### src/rtl/irq_agg_pkg.sv
package irq_agg_pkg;
   typedef enum logic {
      SEL_FLAGS   = 1'b0,
      SEL_ENABLES = 1'b1
   } reg_sel_e;
endpackage

### src/rtl/irq_flag_bank.sv
module irq_flag_bank #(
   parameter int NUM_SRC = 7
) (
   input  logic               clk,
   input  logic               rst_n,
   input  logic               clr_wr,
   input  logic [NUM_SRC-1:0] clr_mask,
   input  logic [NUM_SRC-1:0] evt,
   output logic [NUM_SRC-1:0] flags
);
   for (genvar i = 0; i < NUM_SRC; i++) begin : g_bit
      logic nxt;
      // an event on this edge overrides a clear on the same edge
      always_comb begin
         nxt = flags[i];
         if (clr_wr && clr_mask[i]) nxt = 1'b0;
         if (evt[i])                nxt = 1'b1;
      end
      always_ff @(posedge clk or negedge rst_n) begin
         if (!rst_n) flags[i] <= 1'b0;
         else        flags[i] <= nxt;
      end
   end
endmodule

### src/rtl/irq_enable_bank.sv
module irq_enable_bank #(
   parameter int NUM_SRC = 7
) (
   input  logic               clk,
   input  logic               rst_n,
   input  logic               upd,
   input  logic               set_dir,
   input  logic [NUM_SRC-1:0] mask,
   output logic [NUM_SRC-1:0] enables
);
   always_ff @(posedge clk or negedge rst_n) begin
      if (!rst_n)
         enables <= '0;
      else if (upd) begin
         if (set_dir) enables <= enables | mask;
         else         enables <= enables & ~mask;
      end
   end
endmodule

### src/rtl/irq_out_stage.sv
module irq_out_stage #(
   parameter bit REG_IRQ = 1'b0
) (
   input  logic clk,
   input  logic rst_n,
   input  logic any_pend,
   output logic irq_n
);
   if (REG_IRQ) begin : g_reg
      always_ff @(posedge clk or negedge rst_n) begin
         if (!rst_n) irq_n <= 1'b1;
         else        irq_n <= ~any_pend;
      end
   end else begin : g_comb
      assign irq_n = ~any_pend;
   end
endmodule

### src/rtl/irq_aggregator.sv
module irq_aggregator #(
   parameter int NUM_SRC = 7,
   parameter int DATA_W  = 8,
   parameter bit REG_IRQ = 1'b0
) (
   input  logic                clk,
   input  logic                rst_n,
   input  logic                reg_sel,
   input  logic                wr_en,
   input  logic [DATA_W-1:0]   wr_data,
   output logic [DATA_W-1:0]   rd_data,
   input  logic [NUM_SRC-1:0]  evt_pulse,
   output logic                irq_n
);
   import irq_agg_pkg::*;

   localparam int CTRL_BIT = DATA_W - 1;

   if (NUM_SRC + 1 != DATA_W) begin : g_chk_width
      $error("irq_aggregator: DATA_W must equal NUM_SRC + 1");
   end
   if (NUM_SRC < 1) begin : g_chk_src
      $error("irq_aggregator: NUM_SRC must be at least 1");
   end

   logic [NUM_SRC-1:0] flag_q;
   logic [NUM_SRC-1:0] en_q;
   logic               any_pend;
   logic               wr_flags;
   logic               wr_enables;

   assign wr_flags   = wr_en && (reg_sel_e'(reg_sel) == SEL_FLAGS);
   assign wr_enables = wr_en && (reg_sel_e'(reg_sel) == SEL_ENABLES);

   irq_flag_bank #(.NUM_SRC(NUM_SRC)) u_flags (
      .clk      (clk),
      .rst_n    (rst_n),
      .clr_wr   (wr_flags),
      .clr_mask (wr_data[NUM_SRC-1:0]),
      .evt      (evt_pulse),
      .flags    (flag_q)
   );

   irq_enable_bank #(.NUM_SRC(NUM_SRC)) u_enables (
      .clk     (clk),
      .rst_n   (rst_n),
      .upd     (wr_enables),
      .set_dir (wr_data[CTRL_BIT]),
      .mask    (wr_data[NUM_SRC-1:0]),
      .enables (en_q)
   );

   assign any_pend = |(flag_q & en_q);

   irq_out_stage #(.REG_IRQ(REG_IRQ)) u_out (
      .clk      (clk),
      .rst_n    (rst_n),
      .any_pend (any_pend),
      .irq_n    (irq_n)
   );

   always_comb begin
      if (reg_sel_e'(reg_sel) == SEL_ENABLES) rd_data = {1'b1, en_q};
      else                                    rd_data = {any_pend, flag_q};
   end
endmodule

### config.mk
export PLATFORM = sky130hd
export DESIGN_NAME = irq_aggregator
export DESIGN_NICKNAME = d
export VERILOG_FILES = /design/src/rtl/irq_agg_pkg.sv /design/src/rtl/irq_flag_bank.sv /design/src/rtl/irq_enable_bank.sv /design/src/rtl/irq_out_stage.sv /design/src/rtl/irq_aggregator.sv
export SDC_FILE = /design/constraint.sdc
export NUM_CORES = 1
export LEC_CHECK = 0
export BUFFER_PORTS_ARGS = -buffer_cell sky130_fd_sc_hd__buf_2
export CAP_MARGIN = 25
export CORE_MARGIN = 5
export CORE_UTILIZATION = 46
export DETAILED_ROUTE_END_ITERATION = 6
export PLACE_DENSITY = 0.76
export SYNTH_ARGS = -nofsm -noshare
export SYNTH_HDL_FRONTEND = slang
export SYNTH_SLANG_ARGS = --single-unit
export TNS_END_PERCENT = 1
### constraint.sdc
create_clock -name clk -period 1.1 [get_ports clk]
set_clock_uncertainty 0.05 [all_clocks]
set_input_delay 0.11 -clock clk [delete_from_list [all_inputs] [get_ports clk]]
set_output_delay 0.11 -clock clk [all_outputs]
set_load 0.05 [all_outputs]
==> impl_metrics.ini <==
[critical_path]
cp.required_ns = 0.94
worstSetupPathType = flip-flop to primary output
startpoint_type = flip-flop
cp_max_fo = 3
crit_path_end_kind = primary output
crit_arrival_ns = 1.44

[flow_run]
cap_violations = 0

[floorplanning]
die_h_um = 50.1
io_pins = 28
fp.dieArea_um2 = 2510
rows = 14
initial_utilization = 0.490
die_width_um = 50.1
core_area_um2 = 1510

[global_route]
grt_usage = 0.160
grt-ovfl-total = 0
grt_pass1_vias = 679
grt_start_max_net_pins = 22
grt_pass1_wl_um = 3130
grt_antenna_before_repair = 0

[yosys]
syn_area_um2 = 738
synth-seq-cells = 14
ys_types = 15
synthFlopType = dfrtp_1
synth_edf_count = 0
synth_top_area_frac = 0.475
yosysWarnings = 0
yosysMostFrequentCell = dfrtp_1
ys_async_sr_fraction = 1.00
syn-num-nets = 76
synthTopCellsByArea = dfrtp_1, mux2_2, a21o_1
seq_area_frac_synth = 0.475
yosysTopAreaCell = dfrtp_1
synth_commonest_cells = dfrtp_1, mux2_2, a21o_1, nand3b_1, nand3_1
avgSynthCellArea_um2 = 13.0
syn_inst = 57

[sta]
slew_violations = 0
fmax_ghz = 0.626
setup_viol = 9
rsz0062_at_grt = yes
worst_hold_slack_ns = 0.0955
slew_headroom = 0.738
hold_viol = 0
worst_pin_slew_ns = 0.393
fin_crit_ns = 1.60
post-route-worst-setup-slack_ns = -0.497
setup_tns_ns = -2.78
period_share = 1.45

[run_status]
violations = negative setup slack
status = complete, but fails checks

[detailed_routing]
wl_met1_um = 752
first_pass_iters = 4
drt-wirelength-per-cell_um = 14.9
route.met3.wl_um = 81
drt_iter0_drc = 13
top_layer = met4
via_count = 629
wl_met2_um = 936
drc = 0
via_per_inst = 5.20
drt-total-wl_um = 1800
final_antenna_net_count = 0

[hold_path]
hp-class = input port to flip-flop

[clocking]
clk_pin_slew_worst_paths_ns = 0.08
clk_path_buf_depth = 2
numCtsBuffers = 3
cts_tree = yes
cts_root_buf = clkbuf_4
cts.sinks = 14
htreeDepth = 1
clkLatencyLatePin_ns = 0.27

[power_and_ir_drop]
p_per_area_nw_per_um2 = 1370
ir_worst_vdd_v = 0.00101
leakage_nw = 0.509

[place]
portBuffers = 27
place_congestion = 0.698

[finish]
diodes = 0
layout-drive-gt1-share = 0.552
fin_nets = 125
area_delta_synth_final_pct = 53.4
metrics by stage:
step,util,area (um^2),setup WS [ns],instances,power (mW)
6_report,0.752,1130,-0.497,121,1.55
5_1_grt,0.752,1130,-0.594,121,1.64
4_1_cts,0.752,1130,-0.512,121,1.56
3_5_place_dp,0.637,960,-0.305,109,1.12
3_3_place_gp,0.637,960,-0.306,109,1.10
2_1_floorplan,-,738,-0.310,57,0.937
metal layers:
metal,vias up,GRT usage
met1,294,0.208
met3,4,0.0331
met4,0,0.0524
met5,-,0
met2,16,0.262
li1,315,-
cells by family (layout without fill, tap and decap cells):
group | after synthesis | count (layout) | synth area share
buf+inv | 3 | 51 | 0.0322
simple gates | 16 | 16 | 0.159
flops | 14 | 14 | 0.475
mux | 14 | 14 | 0.229
compound gates | 10 | 10 | 0.105
layout by cell type (no fill, tap or decap):
cell           count
a21o_1             7
a222oi_1           1
a22oi_1            2
and3_1             1
buf_2             18
buf_4             12
buf_6              9
clkbuf_4           3
clkbuf_8           1
dfrtp_1           14
dlygate4sd3_1      8
mux2_1             2
mux2_2             9
mux2_4             3
nand3_1            4
nand3_2            3
nand3b_1           7
nand4b_1           1
final cells by class:
cell class	count	area [um^2]
timing repair buffer	47	362
fill	105	374
multi-input combinational	40	364
tap	16	20.0
clock buffer	4	36.3
sequential	14	350
power breakdown:
| part | leakage [nW] | internal [mW] | switching [mW] |
|---|---|---|---|
| combinational | 0.338 | 0.285 | 0.291 |
| sequential | 0.149 | 0.576 | 0.0393 |
| clock | 0.0210 | 0.201 | 0.158 |
| total | 0.509 | 1.06 | 0.488 |
worst paths after layout:
check	from	end	slack [ns]	cells after the start
min in group asynchronous	rst_n	u_flags.flags[1]	0.24	2
min reg2reg	u_flags.flags[5]	u_flags.flags[5]	0.46	1
max reg2reg	flip-flop	flip-flop	0.11	2
min	wr_data[2]	u_flags.flags[2]	0.1	3
max	flip-flop	irq_n	-0.50	3
max in group asynchronous	rst_n	async pin	0.53	2
repair_timing:
item | in CTS | in global routing
buffers inserted | 0 | 0
hold endpoints to repair | 21 | 0
pin swaps | 1 | 0
endpoints found under the setup margin | 9 | 9
hold buffers | 8 | 0
resized for setup | 18 | 0
critical path, cell delays in order (launching register included):
cell and delay, ns:
dfrtp_1 0.40, a222oi_1 0.38, and3_1 0.22, buf_6 0.16
Power figures use the tool's default switching activity.
